--- src/rtl/clut_pkg.sv ---
package clut_pkg;

   typedef enum logic [1:0] {
      LM_BOTH  = 2'b00,
      LM_PAL   = 2'b01,
      LM_FRAME = 2'b10,
      LM_NONE  = 2'b11
   } load_mode_e;

   localparam int          CODE_LSB     = 12;
   localparam int          CODE_W       = 3;
   localparam logic [2:0]  DEPTH_DIRECT = 3'd4;

   // number of pixel bits used as table index for a depth code
   function automatic int index_bits(input logic [2:0] code, input int idx_w);
      int n;
      case (code)
         3'd0:    n = 1;
         3'd1:    n = 2;
         3'd2:    n = 4;
         default: n = idx_w;
      endcase
      if (n > idx_w) n = idx_w;
      return n;
   endfunction

endpackage

--- src/rtl/clut_load_ctrl.sv ---
module clut_load_ctrl
   import clut_pkg::*;
#(
   parameter int DATA_W        = 16,
   parameter int COL_W         = 12,
   parameter int ENTRIES       = 256,
   parameter int SMALL_ENTRIES = 16,
   parameter int IDX_W         = 8
) (
   input  logic              clk,
   input  logic              rst_n,
   input  logic [1:0]        load_mode,
   input  logic              start,
   input  logic              wd_valid,
   input  logic [DATA_W-1:0] wd_data,
   output logic              wd_ready,
   output logic              tbl_we,
   output logic [IDX_W-1:0]  tbl_waddr,
   output logic [COL_W-1:0]  tbl_wdata,
   output logic [2:0]        depth,
   output logic              pal_loaded,
   output logic              frame_go
);

   localparam logic [IDX_W-1:0] LAST_FULL  = IDX_W'(ENTRIES - 1);
   localparam logic [IDX_W-1:0] LAST_SMALL = IDX_W'(SMALL_ENTRIES - 1);

   typedef enum logic {S_IDLE, S_LOAD} st_e;

   st_e              st_q;
   load_mode_e       mode_q;
   logic [IDX_W-1:0] cnt_q;
   logic [2:0]       depth_q;
   logic             accept;
   logic             first_w;
   logic [2:0]       code_now;
   logic [IDX_W-1:0] last_idx;
   logic             done;
   logic             start_tbl;
   logic             start_frm;

   assign wd_ready  = (st_q == S_LOAD);
   assign accept    = wd_valid && wd_ready;
   assign first_w   = (cnt_q == '0);
   assign code_now  = first_w ? wd_data[CODE_LSB +: CODE_W] : depth_q;
   assign last_idx  = (code_now == DEPTH_DIRECT) ? LAST_SMALL : LAST_FULL;
   assign done      = accept && (cnt_q == last_idx);
   assign start_tbl = start && (st_q == S_IDLE) &&
                      ((load_mode == LM_PAL) || (load_mode == LM_BOTH));
   assign start_frm = start && (st_q == S_IDLE) && (load_mode == LM_FRAME);

   assign tbl_we    = accept;
   assign tbl_waddr = cnt_q;
   assign tbl_wdata = wd_data[COL_W-1:0];
   assign depth     = depth_q;

   always_ff @(posedge clk) begin
      if (!rst_n) begin
         st_q       <= S_IDLE;
         mode_q     <= LM_NONE;
         cnt_q      <= '0;
         depth_q    <= '0;
         pal_loaded <= 1'b0;
         frame_go   <= 1'b0;
      end else begin
         pal_loaded <= done && (mode_q == LM_PAL);
         frame_go   <= (done && (mode_q == LM_BOTH)) || start_frm;
         if (start_tbl) begin
            st_q   <= S_LOAD;
            mode_q <= load_mode_e'(load_mode);
            cnt_q  <= '0;
         end else if (accept) begin
            if (first_w)
               depth_q <= wd_data[CODE_LSB +: CODE_W];
            if (done) begin
               st_q  <= S_IDLE;
               cnt_q <= '0;
            end else begin
               cnt_q <= cnt_q + 1'b1;
            end
         end
      end
   end

   AST_LOADED_AFTER_WORD: assert property (@(posedge clk) disable iff (!rst_n)
      pal_loaded |-> $past(wd_valid && wd_ready));
   AST_LOADED_SINGLE: assert property (@(posedge clk) disable iff (!rst_n)
      pal_loaded |=> !pal_loaded);
   AST_PULSES_EXCLUSIVE: assert property (@(posedge clk) disable iff (!rst_n)
      $onehot0({pal_loaded, frame_go}));
   AST_DEPTH_HELD: assert property (@(posedge clk) disable iff (!rst_n)
      !(wd_valid && wd_ready) |=> $stable(depth));
   AST_READY_ENDS_ON_DONE: assert property (@(posedge clk) disable iff (!rst_n)
      ($past(wd_ready) && !wd_ready) |-> (pal_loaded || frame_go));

endmodule

--- src/rtl/clut_store.sv ---
module clut_store #(
   parameter int COL_W   = 12,
   parameter int ENTRIES = 256,
   parameter int IDX_W   = 8
) (
   input  logic             clk,
   input  logic             we,
   input  logic [IDX_W-1:0] waddr,
   input  logic [COL_W-1:0] wdata,
   input  logic [IDX_W-1:0] raddr,
   output logic [COL_W-1:0] rdata
);

   logic [COL_W-1:0] mem [ENTRIES];

   always_ff @(posedge clk) begin
      if (we)
         mem[waddr] <= wdata;
   end

   assign rdata = mem[raddr];

endmodule

--- src/rtl/clut_pixel_map.sv ---
module clut_pixel_map
   import clut_pkg::*;
#(
   parameter int PIX_W     = 16,
   parameter int COL_W     = 12,
   parameter int IDX_W     = 8,
   parameter bit BYPASS_EN = 1'b1
) (
   input  logic             clk,
   input  logic             rst_n,
   input  logic [2:0]       depth,
   input  logic             pix_valid,
   input  logic [PIX_W-1:0] pix,
   output logic [IDX_W-1:0] raddr,
   input  logic [COL_W-1:0] rdata,
   output logic             rgb_valid,
   output logic [COL_W-1:0] rgb
);

   int               nbits;
   logic [COL_W-1:0] col_sel;

   assign nbits = index_bits(depth, IDX_W);

   for (genvar b = 0; b < IDX_W; b++) begin : g_idx
      assign raddr[b] = pix[b] & (b < nbits);
   end

   if (BYPASS_EN) begin : g_bypass
      assign col_sel = (depth == DEPTH_DIRECT) ? pix[COL_W-1:0] : rdata;
   end else begin : g_table_only
      assign col_sel = rdata;
   end

   always_ff @(posedge clk) begin
      if (!rst_n) begin
         rgb_valid <= 1'b0;
         rgb       <= '0;
      end else begin
         rgb_valid <= pix_valid;
         rgb       <= col_sel;
      end
   end

   AST_ONE_CYCLE_LATENCY: assert property (@(posedge clk) disable iff (!rst_n)
      $past(rst_n) |-> (rgb_valid == $past(pix_valid)));

   if (BYPASS_EN) begin : g_bypass_chk
      AST_DIRECT_PASS: assert property (@(posedge clk) disable iff (!rst_n)
         (pix_valid && depth == DEPTH_DIRECT) |=> (rgb == $past(pix[COL_W-1:0])));
   end

endmodule

--- src/rtl/clut_sequencer.sv ---
module clut_sequencer
   import clut_pkg::*;
#(
   parameter int DATA_W        = 16,
   parameter int COL_W         = 12,
   parameter int PIX_W         = 16,
   parameter int ENTRIES       = 256,
   parameter int SMALL_ENTRIES = 16,
   parameter bit BYPASS_EN     = 1'b1
) (
   input  logic              clk,
   input  logic              rst_n,
   input  logic [1:0]        load_mode,
   input  logic              start,
   input  logic              wd_valid,
   input  logic [DATA_W-1:0] wd_data,
   output logic              wd_ready,
   output logic              pal_loaded,
   output logic              frame_go,
   output logic [2:0]        depth,
   input  logic              pix_valid,
   input  logic [PIX_W-1:0]  pix,
   output logic              rgb_valid,
   output logic [COL_W-1:0]  rgb
);

   localparam int IDX_W = $clog2(ENTRIES);

   if (ENTRIES != (1 << IDX_W)) begin : g_chk_pow2
      $error("ENTRIES must be a power of two");
   end
   if (SMALL_ENTRIES < 2 || SMALL_ENTRIES > ENTRIES) begin : g_chk_small
      $error("SMALL_ENTRIES must lie in 2..ENTRIES");
   end
   if (DATA_W < CODE_LSB + CODE_W || COL_W > CODE_LSB) begin : g_chk_word
      $error("word too narrow for colour plus depth code");
   end
   if (PIX_W < COL_W || PIX_W < IDX_W) begin : g_chk_pix
      $error("pixel narrower than colour or index");
   end

   logic             tbl_we;
   logic [IDX_W-1:0] tbl_waddr;
   logic [COL_W-1:0] tbl_wdata;
   logic [IDX_W-1:0] tbl_raddr;
   logic [COL_W-1:0] tbl_rdata;

   clut_load_ctrl #(
      .DATA_W(DATA_W), .COL_W(COL_W), .ENTRIES(ENTRIES),
      .SMALL_ENTRIES(SMALL_ENTRIES), .IDX_W(IDX_W)
   ) i_ctrl (
      .clk(clk), .rst_n(rst_n), .load_mode(load_mode), .start(start),
      .wd_valid(wd_valid), .wd_data(wd_data), .wd_ready(wd_ready),
      .tbl_we(tbl_we), .tbl_waddr(tbl_waddr), .tbl_wdata(tbl_wdata),
      .depth(depth), .pal_loaded(pal_loaded), .frame_go(frame_go)
   );

   clut_store #(.COL_W(COL_W), .ENTRIES(ENTRIES), .IDX_W(IDX_W)) i_store (
      .clk(clk), .we(tbl_we), .waddr(tbl_waddr), .wdata(tbl_wdata),
      .raddr(tbl_raddr), .rdata(tbl_rdata)
   );

   clut_pixel_map #(
      .PIX_W(PIX_W), .COL_W(COL_W), .IDX_W(IDX_W), .BYPASS_EN(BYPASS_EN)
   ) i_map (
      .clk(clk), .rst_n(rst_n), .depth(depth), .pix_valid(pix_valid),
      .pix(pix), .raddr(tbl_raddr), .rdata(tbl_rdata),
      .rgb_valid(rgb_valid), .rgb(rgb)
   );

endmodule

--- config.mk ---
export PLATFORM = sky130hd
export DESIGN_NAME = clut_sequencer
export DESIGN_NICKNAME = d
export VERILOG_FILES = /design/src/rtl/clut_pkg.sv /design/src/rtl/clut_load_ctrl.sv /design/src/rtl/clut_store.sv /design/src/rtl/clut_pixel_map.sv /design/src/rtl/clut_sequencer.sv
export SDC_FILE = /design/constraint.sdc
export NUM_CORES = 2
export LEC_CHECK = 0
export BUFFER_PORTS_ARGS = -buffer_cell sky130_fd_sc_hd__buf_2
export CORE_UTILIZATION = 55
export DETAILED_ROUTE_END_ITERATION = 10
export PLACE_DENSITY = 0.71
export SLEW_MARGIN = 20
export SYNTH_ARGS = -nofsm -noshare
export SYNTH_HDL_FRONTEND = slang
export SYNTH_SLANG_ARGS = --single-unit
--- constraint.sdc ---
create_clock -name clk -period 3.5 [get_ports clk]
set_input_delay 0.525 -clock clk [delete_from_list [all_inputs] [get_ports clk]]
set_output_delay 0.525 -clock clk [all_outputs]
set_load 0.02 [all_outputs]
==> impl_metrics.env <==
export IMPL_viasPerCell=6.766
export IMPL_cp_data_arrival_time_ns=4.40
export IMPL_die_x_um=469.0
export IMPL_hold_path_class="in -> reg"
export IMPL_grt_first_pass_wirelength_um=498700
export IMPL_power_frac_clock_pct=41.9
export IMPL_synth_simple_area_share_pct=4.026
export IMPL_drv_slew=0
export IMPL_fin_skew_ns=0.06742
export IMPL_synth_area_um2=120000
export IMPL_worst_path_buf_inv=3
export IMPL_grtUsageMet2_pct=48.71
export IMPL_mostFrequentLayoutCell="edfxtp_1"
export IMPL_clock_latency_ns=0.95
export IMPL_setup_viol=1
export IMPL_finalHoldViolCount=0
export IMPL_yosys_top_cells_area="edfxtp_1 77%, mux4_2 12%, nand2_1 1.6%"
export IMPL_grt_usage_pct=32.67
export IMPL_use_met1_pct=44.33
export IMPL_antenna_found_initial=23
export IMPL_drt_total_wl_um=358000
export IMPL_synth_top_area_share_pct=76.90
export IMPL_grt_util_met3_pct=8.447
export IMPL_drive_above_1_share_pct=29.04
export IMPL_timing_final_crit_share_pct=102.5
export IMPL_grt_pass1_vias=65950
export IMPL_vdd_drop_max_uv=596.3
export IMPL_ys_ff_latch=3101
export IMPL_synth_top_family_by_area="multiplexers"
export IMPL_fin_ws_ns=-0.08645
export IMPL_placementRows=171
export IMPL_routedWlPerCell_um=35.63
export IMPL_syn_num_nets=6091
export IMPL_clock_sinks=3101
export IMPL_setup_tns_final_ns=-0.08645
export IMPL_worst_slew_pin_slew_ns=1.175
export IMPL_postRouteAntennaNets=0
export IMPL_die_h_um=469.0
export IMPL_die_area_um2=220000
export IMPL_hpwl_um=227800
export IMPL_area_delta_synth_final_pct=16.72
export IMPL_criticalPathCategory="reg -> reg"
export IMPL_post_route_min_period_ns=3.586
export IMPL_synthXorXnorAreaFrac_pct=0.04381
export IMPL_cts_buffers=323
export IMPL_r2r_slack_ns=-0.09
export IMPL_io_buffers=52
export IMPL_syn_avg_cell_area_um2=19.83
export IMPL_synth_cells=6048
export IMPL_grt_ovfl_total=0
export IMPL_p_seq_share_pct=53.0
export IMPL_p_sw_share_pct=21.25
export IMPL_cts_tree="yes"
export IMPL_nNetsFinal=6993
export IMPL_timing_fmax_ghz=0.2788
export IMPL_synth_adder_area_share_pct=0.04172
export IMPL_htreeDepth=5
export IMPL_critical_path_top_delay_family="simple AND/OR/NAND/NOR gates"
export IMPL_p_sw_uw=16390
export IMPL_worst_endpoint_required_ns=4.32
export IMPL_yosysWarnings=0
export IMPL_synth_edf_count=3072
export IMPL_gp_congestion=1.012
export IMPL_slew_headroom_pct=21.68
export IMPL_final_cell_mix="3072 x edfxtp_1, 788 x buf_4, 647 x mux4_2, 492 x nand2_1, 328 x clkbuf_16"
export IMPL_placed_cell_area_um2=129900
export IMPL_slowest_delay_ns=0.73
export IMPL_startpoint_type="register"
export IMPL_muxShareOfSynthArea_pct=13.27
export IMPL_cp_cell_sequence="o31a_4 -> buf_12 -> buf_12 -> nand2_1 -> buf_4 -> o22ai_1 -> nor3_1 -> nor3_1 -> nor4_1 -> a311oi_1 -> o41ai_1"
export IMPL_ys_flop_type="edfxtp_1"
export IMPL_grt_max_degree=133
export IMPL_path_max_fanout=17
export IMPL_initial_utilization_pct=55.29
export IMPL_synth_compound_area_share_pct=3.643
export IMPL_cts_buffer_depth=4
export IMPL_drtPass1Iterations=8
export IMPL_design_area_um2=140000
export IMPL_clkSlewWorstSetupHoldPaths_ns=0.06
export IMPL_violations="negative setup slack"
export IMPL_p_int_uw=60750
export IMPL_ioPinCount=58
export IMPL_async_flop_share_pct=0
export IMPL_maxCapViolations=0
export IMPL_busiest_layer="met2"
export IMPL_drc_errors=0
export IMPL_crit_slowest_cell="nor4_1"
export IMPL_vias=67993
export IMPL_yosys_cell_types_count=76
export IMPL_seq_area_frac_synth_pct=77.38
export IMPL_cts_root_buf="clkbuf_16"
export IMPL_power_density_nw_per_um2=551.0
export IMPL_drt_initial_drc_count=11742
export IMPL_synth_top_cell_by_area="edfxtp_1"
export IMPL_combPwrFrac_pct=5.1
export IMPL_status="finished, violations left"
export IMPL_p_leak_uw=0.04510
export IMPL_endpoint_kind="register"
export IMPL_core_area_um2=217000
==> cell usage after synthesis (6+ instances only) <==
library cell,count
a2111oi_0,9
o211ai_1,17
a31oi_1,60
a32oi_1,9
dfxtp_1,29
buf_6,8
nand4_1,32
buf_4,57
o21ai_0,80
mux4_2,647
a311oi_1,18
o22ai_1,88
nor3_1,53
buf_2,179
buf_1,15
o221ai_1,9
o41ai_1,6
o2111ai_1,20
a211oi_1,49
mux2i_1,108
nor4_1,14
nor2b_1,28
nand3_1,131
o31ai_1,7
a22oi_1,78
a22o_1,9
and3_1,20
edfxtp_1,3072
mux2_2,24
nor2_1,328
clkbuf_1,110
a21o_1,6
a21oi_1,123
nand2_1,497
a221oi_1,12
==> final timing paths <==
check / start / end / cells past startpoint
worst max-delay path: i_ctrl.depth[0] / i_map.rgb[3] / 11
worst min-delay path: rst_n / i_map.rgb[9] / 4
worst max register to register: i_ctrl.depth[0] / i_map.rgb[3] / 11
worst min register to register: i_ctrl.mode_q[1] / i_ctrl.pal_loaded / 1
==> metrics by stage <==
| stage | total power (uW) | hold WS, ns | utilization [%] | cells | worst slack [ns] |
|---|---|---|---|---|---|
| final | 77150 | 0.04245 | 64.54 | 10049 | -0.08645 |
| after global routing | 78690 | 0.04292 | 64.53 | 10043 | -0.02874 |
| after CTS | 77190 | 0.01074 | 64.51 | 10039 | 0.002680 |
| after detailed placement | 45480 | 0.4576 | 59.90 | 9463 | -0.4298 |
| after global placement | 45410 | 0.4407 | 59.90 | 9463 | -0.3797 |
| after floorplan | 43310 | 0.4206 | - | 6048 | 0.7379 |
==> tightest hold or removal path: cells and delay by family <==
family	cells	cell delay [ns]
buffers and inverters	2	0.23
AND/OR/NAND/NOR	1	0.12
AO/OA/AOI/OAI	1	0.05
==> state kept, by name, summed over array words and instances (netlist names) <==
| register | flops |
|---|---|
| i_ctrl.depth | 3 |
| i_ctrl.frame_go | 1 |
| i_ctrl.mode_q | 2 |
| i_ctrl.pal_loaded | 1 |
| i_ctrl.tbl_waddr | 8 |
| i_ctrl.wd_ready | 1 |
| i_map.rgb | 12 |
| i_map.rgb_valid | 1 |
| i_store.mem | 3072 |
==> what timing repair did <==
action,CTS,global route
endpoints found under the hold margin,39,0
gates resized for setup,11,10
hold buffers,12,0
pin swaps,0,1
endpoints found under the setup margin,8,7
cloned,1,0
setup buffers,4,0
==> cell type report <==
class,instances,area [um^2]
fillers,14185,76940
diodes,11,27.53
inverters,6,22.52
flip-flops and latches,3101,92830
repair buffers,946,8329
well taps,2854,3571
clock buffers,389,8437
clock inverters,170,1325
multi-input cells,2572,25470
==> cells by family after synthesis <==
| family | after synthesis |
|---|---|
| DFF | 3101 |
| and+or+nand+nor | 1134 |
| muxes | 779 |
| AOI/OAI and AO/OA | 649 |
| buffers and inverters | 375 |
| xor gates and xnor gates | 6 |
| adders and majority gates | 4 |
==> power groups by stage <==
stage,registers [uW],clock network (uW),logic [uW]
final,40900,32300,3970
after global routing,40800,33800,4050
after CTS,40900,32400,3880
after detailed placement,41600,0,3830
after global placement,41600,0,3770
after floorplan,41700,0,1650
==> per-layer routing <==
metal / vias up / wire length [um]
met1: 34979 / 124500
li1: 26683 / -
met3: 990 / 47360
met5: - / 130
met2: 5323 / 162100
met4: 18 / 23980
No activity file was read; power rests on OpenSTA's default activity.
